===== src/rtl/dseq_pkg.sv =====
package dseq_pkg;
   localparam int TIME_W = 32;
   typedef logic [TIME_W-1:0] cyc_t;

   typedef enum logic [2:0] {
      CMD_PRE = 3'd0,
      CMD_ACT = 3'd1,
      CMD_RD  = 3'd2,
      CMD_RDA = 3'd3,
      CMD_WR  = 3'd4,
      CMD_REF = 3'd5
   } cmd_e;

   typedef enum logic {
      ST_IDLE  = 1'b0,
      ST_PROBE = 1'b1
   } st_e;

   function automatic cyc_t cyc_max(input cyc_t a, input cyc_t b);
      return (a > b) ? a : b;
   endfunction
endpackage


===== src/rtl/dseq_bank_hist.sv =====
module dseq_bank_hist
   import dseq_pkg::*;
#(
   parameter int NBANK  = 4,
   localparam int BANK_W = (NBANK > 1) ? $clog2(NBANK) : 1
) (
   input  logic              clk,
   input  logic              rst_n,
   input  logic              upd,
   input  logic [2:0]        upd_cmd,
   input  logic [BANK_W-1:0] upd_bank,
   input  cyc_t              upd_start,
   input  cyc_t              upd_end,
   input  logic [BANK_W-1:0] q_bank,
   output logic              q_any_vld,
   output cyc_t              q_any_end,
   output logic              q_act_vld,
   output cyc_t              q_act_start
);
   logic [NBANK-1:0] any_vld;
   logic [NBANK-1:0] act_vld;
   cyc_t             any_end   [NBANK];
   cyc_t             act_start [NBANK];

   logic is_ref, is_act;
   assign is_ref = (upd_cmd == CMD_REF);
   assign is_act = (upd_cmd == CMD_ACT);

   for (genvar b = 0; b < NBANK; b++) begin : g_bank
      logic hit_b;
      assign hit_b = (upd_bank == BANK_W'(b));

      always_ff @(posedge clk or negedge rst_n) begin
         if (!rst_n) begin
            any_vld[b]   <= 1'b0;
            any_end[b]   <= '0;
            act_vld[b]   <= 1'b0;
            act_start[b] <= '0;
         end else if (upd) begin
            if (hit_b || is_ref) begin
               any_vld[b] <= 1'b1;
               any_end[b] <= upd_end;
            end
            if (hit_b && is_act) begin
               act_vld[b]   <= 1'b1;
               act_start[b] <= upd_start;
            end
         end
      end
   end

   assign q_any_vld   = any_vld[q_bank];
   assign q_any_end   = any_end[q_bank];
   assign q_act_vld   = act_vld[q_bank];
   assign q_act_start = act_start[q_bank];
endmodule


===== src/rtl/dseq_bus_slots.sv =====
module dseq_bus_slots
   import dseq_pkg::*;
#(
   parameter int DEPTH = 8,
   localparam int PTR_W = (DEPTH > 1) ? $clog2(DEPTH) : 1
) (
   input  logic clk,
   input  logic rst_n,
   input  cyc_t probe,
   output logic hit,
   input  logic ins,
   input  cyc_t ins_cyc
);
   cyc_t             slot [DEPTH];
   logic [DEPTH-1:0] slot_vld;
   logic [DEPTH-1:0] match;
   logic [PTR_W-1:0] wr_ptr;

   for (genvar i = 0; i < DEPTH; i++) begin : g_slot
      assign match[i] = slot_vld[i] && (slot[i] == probe);

      always_ff @(posedge clk or negedge rst_n) begin
         if (!rst_n) begin
            slot_vld[i] <= 1'b0;
            slot[i]     <= '0;
         end else if (ins && (wr_ptr == PTR_W'(i))) begin
            slot_vld[i] <= 1'b1;
            slot[i]     <= ins_cyc;
         end
      end
   end

   assign hit = |match;

   always_ff @(posedge clk or negedge rst_n) begin
      if (!rst_n)
         wr_ptr <= '0;
      else if (ins)
         wr_ptr <= (wr_ptr == PTR_W'(DEPTH - 1)) ? '0 : wr_ptr + 1'b1;
   end
endmodule


===== src/rtl/dseq_sched.sv =====
module dseq_sched
   import dseq_pkg::*;
#(
   parameter int NBANK   = 4,
   parameter int BEAT_W  = 4,
   parameter int SLOTS   = 8,
   parameter int T_PRE   = 3,
   parameter int T_ACT   = 4,
   parameter int T_RL    = 5,
   parameter int T_WR    = 6,
   parameter int T_RFC   = 21,
   parameter int ACT_GAP = 10,
   localparam int BANK_W = (NBANK > 1) ? $clog2(NBANK) : 1
) (
   input  logic              clk,
   input  logic              rst_n,
   input  logic              in_valid,
   output logic              in_ready,
   input  logic [2:0]        in_cmd,
   input  logic [BANK_W-1:0] in_bank,
   input  logic              in_first,
   input  logic              in_last,
   input  logic [31:0]       in_req_start,
   input  logic [BEAT_W-1:0] in_beats,
   output logic              out_valid,
   output logic [2:0]        out_cmd,
   output logic [BANK_W-1:0] out_bank,
   output logic [31:0]       out_start,
   output logic [31:0]       out_end,
   output logic              done,
   output logic [31:0]       done_cycle
);
   if (NBANK < 2 || (1 << BANK_W) != NBANK) begin : g_bad_nbank
      $error("NBANK must be a power of two of at least 2");
   end
   if (SLOTS < 2) begin : g_bad_slots
      $error("SLOTS must be at least 2");
   end
   if (T_PRE < 1 || T_ACT < 1 || T_RL < 1 || T_WR < 1 || T_RFC < 1) begin : g_bad_dur
      $error("every command duration must be at least one cycle");
   end

   st_e              state;
   cyc_t             now_cnt;
   cyc_t             chain_end;
   cyc_t             cand;
   cyc_t             cur_dur;
   logic [2:0]       cur_cmd;
   logic [BANK_W-1:0] cur_bank;
   logic             cur_last;

   logic accept, place;
   logic slot_hit;
   logic q_any_vld, q_act_vld;
   cyc_t q_any_end, q_act_start;
   cyc_t base, early, rule_start, dur_new, cur_end;

   assign in_ready = (state == ST_IDLE);
   assign accept   = in_valid && in_ready;
   assign place    = (state == ST_PROBE) && !slot_hit;
   assign cur_end  = cand + cur_dur;

   always_comb begin
      unique case (in_cmd)
         CMD_PRE: dur_new = cyc_t'(T_PRE);
         CMD_ACT: dur_new = cyc_t'(T_ACT);
         CMD_RD,
         CMD_RDA: dur_new = cyc_t'(T_RL) + cyc_t'(in_beats);
         CMD_WR:  dur_new = cyc_t'(T_WR);
         CMD_REF: dur_new = cyc_t'(T_RFC);
         default: dur_new = cyc_t'(1);
      endcase
   end

   always_comb begin
      base       = in_first ? in_req_start : chain_end;
      early      = cyc_max(base, now_cnt);
      rule_start = early;
      if (in_cmd == CMD_WR && q_any_vld)
         rule_start = cyc_max(early, q_any_end);
      else if (in_cmd == CMD_ACT && q_act_vld)
         rule_start = cyc_max(early, q_act_start + cyc_t'(ACT_GAP));
   end

   dseq_bank_hist #(.NBANK(NBANK)) u_hist (
      .clk         (clk),
      .rst_n       (rst_n),
      .upd         (place),
      .upd_cmd     (cur_cmd),
      .upd_bank    (cur_bank),
      .upd_start   (cand),
      .upd_end     (cur_end),
      .q_bank      (in_bank),
      .q_any_vld   (q_any_vld),
      .q_any_end   (q_any_end),
      .q_act_vld   (q_act_vld),
      .q_act_start (q_act_start)
   );

   dseq_bus_slots #(.DEPTH(SLOTS)) u_slots (
      .clk     (clk),
      .rst_n   (rst_n),
      .probe   (cand),
      .hit     (slot_hit),
      .ins     (place),
      .ins_cyc (cand)
   );

   always_ff @(posedge clk or negedge rst_n) begin
      if (!rst_n)
         now_cnt <= '0;
      else
         now_cnt <= now_cnt + 1'b1;
   end

   always_ff @(posedge clk or negedge rst_n) begin
      if (!rst_n) begin
         state      <= ST_IDLE;
         chain_end  <= '0;
         cand       <= '0;
         cur_dur    <= '0;
         cur_cmd    <= '0;
         cur_bank   <= '0;
         cur_last   <= 1'b0;
         out_valid  <= 1'b0;
         out_cmd    <= '0;
         out_bank   <= '0;
         out_start  <= '0;
         out_end    <= '0;
         done       <= 1'b0;
         done_cycle <= '0;
      end else begin
         out_valid <= 1'b0;
         done      <= 1'b0;
         unique case (state)
            ST_IDLE: begin
               if (accept) begin
                  cand     <= rule_start;
                  cur_dur  <= dur_new;
                  cur_cmd  <= in_cmd;
                  cur_bank <= in_bank;
                  cur_last <= in_last;
                  state    <= ST_PROBE;
               end
            end
            ST_PROBE: begin
               if (slot_hit) begin
                  cand <= cand + 1'b1;
               end else begin
                  out_valid <= 1'b1;
                  out_cmd   <= cur_cmd;
                  out_bank  <= cur_bank;
                  out_start <= cand;
                  out_end   <= cur_end;
                  chain_end <= cur_end;
                  if (cur_last) begin
                     done       <= 1'b1;
                     done_cycle <= cur_end;
                  end
                  state <= ST_IDLE;
               end
            end
            default: state <= ST_IDLE;
         endcase
      end
   end
endmodule


===== config.mk =====
export PLATFORM = sky130hd
export DESIGN_NAME = dseq_sched
export DESIGN_NICKNAME = d
export VERILOG_FILES = /design/src/rtl/dseq_pkg.sv /design/src/rtl/dseq_bank_hist.sv /design/src/rtl/dseq_bus_slots.sv /design/src/rtl/dseq_sched.sv
export SDC_FILE = /design/constraint.sdc
export NUM_CORES = 2
export LEC_CHECK = 0
export ABC_AREA = 0
export BUFFER_PORTS_ARGS = -buffer_cell sky130_fd_sc_hd__buf_2
export CORE_ASPECT_RATIO = 0.8
export CORE_MARGIN = 5
export CORE_UTILIZATION = 55
export DETAILED_ROUTE_END_ITERATION = 7
export PLACE_DENSITY_LB_ADDON = 0.1
export SLEW_MARGIN = 5
export SYNTH_ARGS = -nofsm -noshare
export SYNTH_HDL_FRONTEND = slang
export SYNTH_SLANG_ARGS = --single-unit

===== constraint.sdc =====
create_clock -name clk -period 10.25 [get_ports clk]
set_input_delay 2.05 -clock clk [delete_from_list [all_inputs] [get_ports clk]]
set_output_delay 2.05 -clock clk [all_outputs]
set_load 0.02 [all_outputs]

==> flow_metrics.tcl <==
set metrics [dict create \
    wl_um 122000 \
    grt_max_degree 155 \
    grt_remaining_overflow 0 \
    syn_nets 3400 \
    areaGrowthSynthToFinish_pct 10.1 \
    hpwl_um 85400 \
    wire_per_inst_um 28.3 \
    ios 150 \
    period_needed_ns 8.64 \
    layout.nets 3484 \
    synth_most_common_cell "dfrtp_1" \
    clkSinkCount 710 \
    rsz0062_at_grt "no" \
    outcome "finished clean" \
    finalPower_mw 14.9 \
    grt_pass1_wl_um 181000 \
    cap_violations 0 \
    worstPathRequired_ns 10.76 \
    start_util_pct 55.2 \
    ys.flop_type "dfrtp_1" \
    place_inst 4183 \
    fin_tns_setup_ns 0 \
    yosysTopAreaCell "dfrtp_1" \
    synth_edf_count 0 \
    post_cts_resized 0 \
    drive_gt1_share_pct 30.7 \
    drtAntennaViolNets 0 \
    async_flop_share_pct 100 \
    synth_area_leaders "dfrtp_1 (46%), mux2_2 (12%), mux2_4 (6.7%), xnor2_1 (4.2%), mux4_2 (3.8%)" \
    yosysTopAreaCellShare_pct 46.0 \
    syn_avg_cell_area_um2 11.9 \
    slew_headroom_pct 5.51 \
    via_per_inst 6.25 \
    ys_types 82 \
    end_kind "flop" \
    worstMarginPinSlew_ns 1.41 \
    antenna_found_initial 13 \
    cts_buffers 75 \
    hold_violations 0 \
    leakage_nw 19.3 \
    ctsHoldBuffers 0 \
    path_max_fanout 26 \
    die_h_um 247 \
    die_area_mm2 0.0757 \
    power.density_mw_per_mm2 351 \
    fp-row-count 87 \
    drt_iter0_drc 2726 \
    min_path_type "flop to flop" \
    synthesis.area_mm2 0.0387 \
    clk_pin_slew_ns 0.06 \
    coreArea_mm2 0.0701 \
    fp.dieW_um 306 \
    syn_inst 3242 \
    slew_viol_final 0 \
    criticalPathCategory "primary input to flop" \
    cts_max_level 3 \
    yosysSeqAreaShare_pct 46.0 \
    synth_common_cells "dfrtp_1 (710), mux2_2 (401), nand2_1 (190)" \
    setup_violations 0 \
    synth-seq-cells 710 \
    cts_root_buffer "clkbuf_16" \
    clk_path_buf_depth 3 \
    postCtsSetupBuffers 0 \
    ir_drop_v 0.000196 \
    clk_latency_ns 0.64 \
    drc 0 \
    routabilityCongestion 0.929 \
    io_buffer_count 149 \
    grt_pass1_vias 26900 \
    grt_usage_pct 32.0 \
    fmax_mhz 116 \
    fin_crit_sh_pct 84.3 \
    vias 27000 \
    worstPathArrival_ns 9.15 \
    cts_tree "done" \
    ys_warn_count 0 \
    start_kind "primary input" \
    dr.pass1.iters 7 \
    fin_cells 4321 \
    skew_ns 0.0177 \
]
cells in the final DEF, fill, tap and decap left out, types with 111 or more instances in the layout:
master / synthesis / layout
xnor2_1: 187 / 187
buf_2: 51 / 146
nand2_1: 190 / 190
mux2_4: 173 / 173
dfrtp_1: 710 / 709
o21ai_0: 116 / 116
mux2_2: 401 / 401
ha_1: 111 / 111
xor2_1: 151 / 150
nor2_1: 166 / 166
final timing paths:
path | slack (ns) | startpoint | end | cells past startpoint
setup reg to reg | 3.14 | chain_end[6] | cand[25] | 19
setup / recovery | 1.61 | in_first | cand[25] | 20
max in group asynchronous | 6.45 | rst_n | u_hist.any_end[67] | 3
hold / removal | 0.46 | u_hist.act_vld[1] | u_hist.act_vld[1] | 1
min in group asynchronous | 1.45 | rst_n | chain_end[11] | 1
hold reg to reg | 0.46 | u_hist.act_vld[1] | u_hist.act_vld[1] | 1
layer usage:
layer  track usage, %  share of wire (%)
met5                0              0.022
met4             7.98                2.5
met3             6.43                7.6
met2             45.0                 41
met1             50.9                 49
cell type report:
cell class	count	area, µm²
Clock buffer	108	2250
Sequential cell	710	17800
Clock inverter	27	342
Multi-Input combinational cell	2210	19300
Antenna cell	3	7.51
Tap cell	934	1170
Inverter	99	372
Timing Repair Buffer	230	1380
Fill cell	5686	27500
per-stage QoR:
stage / area, µm² / utilization (%) / setup slack, ns / hold WS (ns)
after floorplan: 38700 / - / 2.57 / 0.429
after global routing: 42600 / 60.7 / 1.49 / 0.478
after global placement: 40000 / 57.0 / 1.36 / 0.445
after CTS: 42600 / 60.7 / 1.92 / 0.467
final: 42600 / 60.7 / 1.61 / 0.462
after detailed placement: 40000 / 57.0 / 1.24 / 0.448
worst max-delay path, stage by stage:
cell	delay, ns
buf_2	0.50
mux2_2	0.43
ha_1	0.29
and3_1	0.20
a221o_1	0.38
a221oi_1	0.29
a31oi_1	0.21
o31ai_4	0.80
buf_4	0.37
mux2_2	0.41
ha_1	0.31
nand4_1	0.12
nor4_1	0.65
o21ai_0	0.20
a311oi_1	0.52
nor3_2	0.10
buf_4	0.23
nor2_1	0.56
a21oi_1	0.20
a221oi_1	0.30
cells by family (layout without fill, tap and decap cells):
| logic type | after synthesis | after routing | synth area share, % |
|---|---|---|---|
| AOI/OAI and AO/OA | 333 | 333 | 5.45 |
| DFF | 710 | 710 | 46.0 |
| buffers and inverters | 322 | 464 | 4.42 |
| other | 0 | 3 | 0 |
| muxes | 653 | 653 | 22.6 |
| and+or+nand+nor | 772 | 772 | 10.2 |
| xor gates and xnor gates | 340 | 340 | 7.74 |
| adders and majority gates | 112 | 112 | 3.64 |
where the power goes:
| group | internal [mW] | switching, mW | total, mW |
|---|---|---|---|
| combinational | 2.97 | 4.31 | 7.28 |
| clock | 1.69 | 1.19 | 2.88 |
| sequential | 3.97 | 0.817 | 4.78 |
registers in the layout (all words and copies together) (netlist names), 4 cells and up:
signal and flops:
cand 32, chain_end 32, cur_dur 5, done_cycle 32, now_cnt 32, out_start 32
u_hist.act_start 128, u_hist.act_vld 4, u_hist.any_end 128, u_hist.any_vld 4, u_slots.slot 256, u_slots.slot_vld 8
Note: power is estimated with default switching activity, not from simulation.
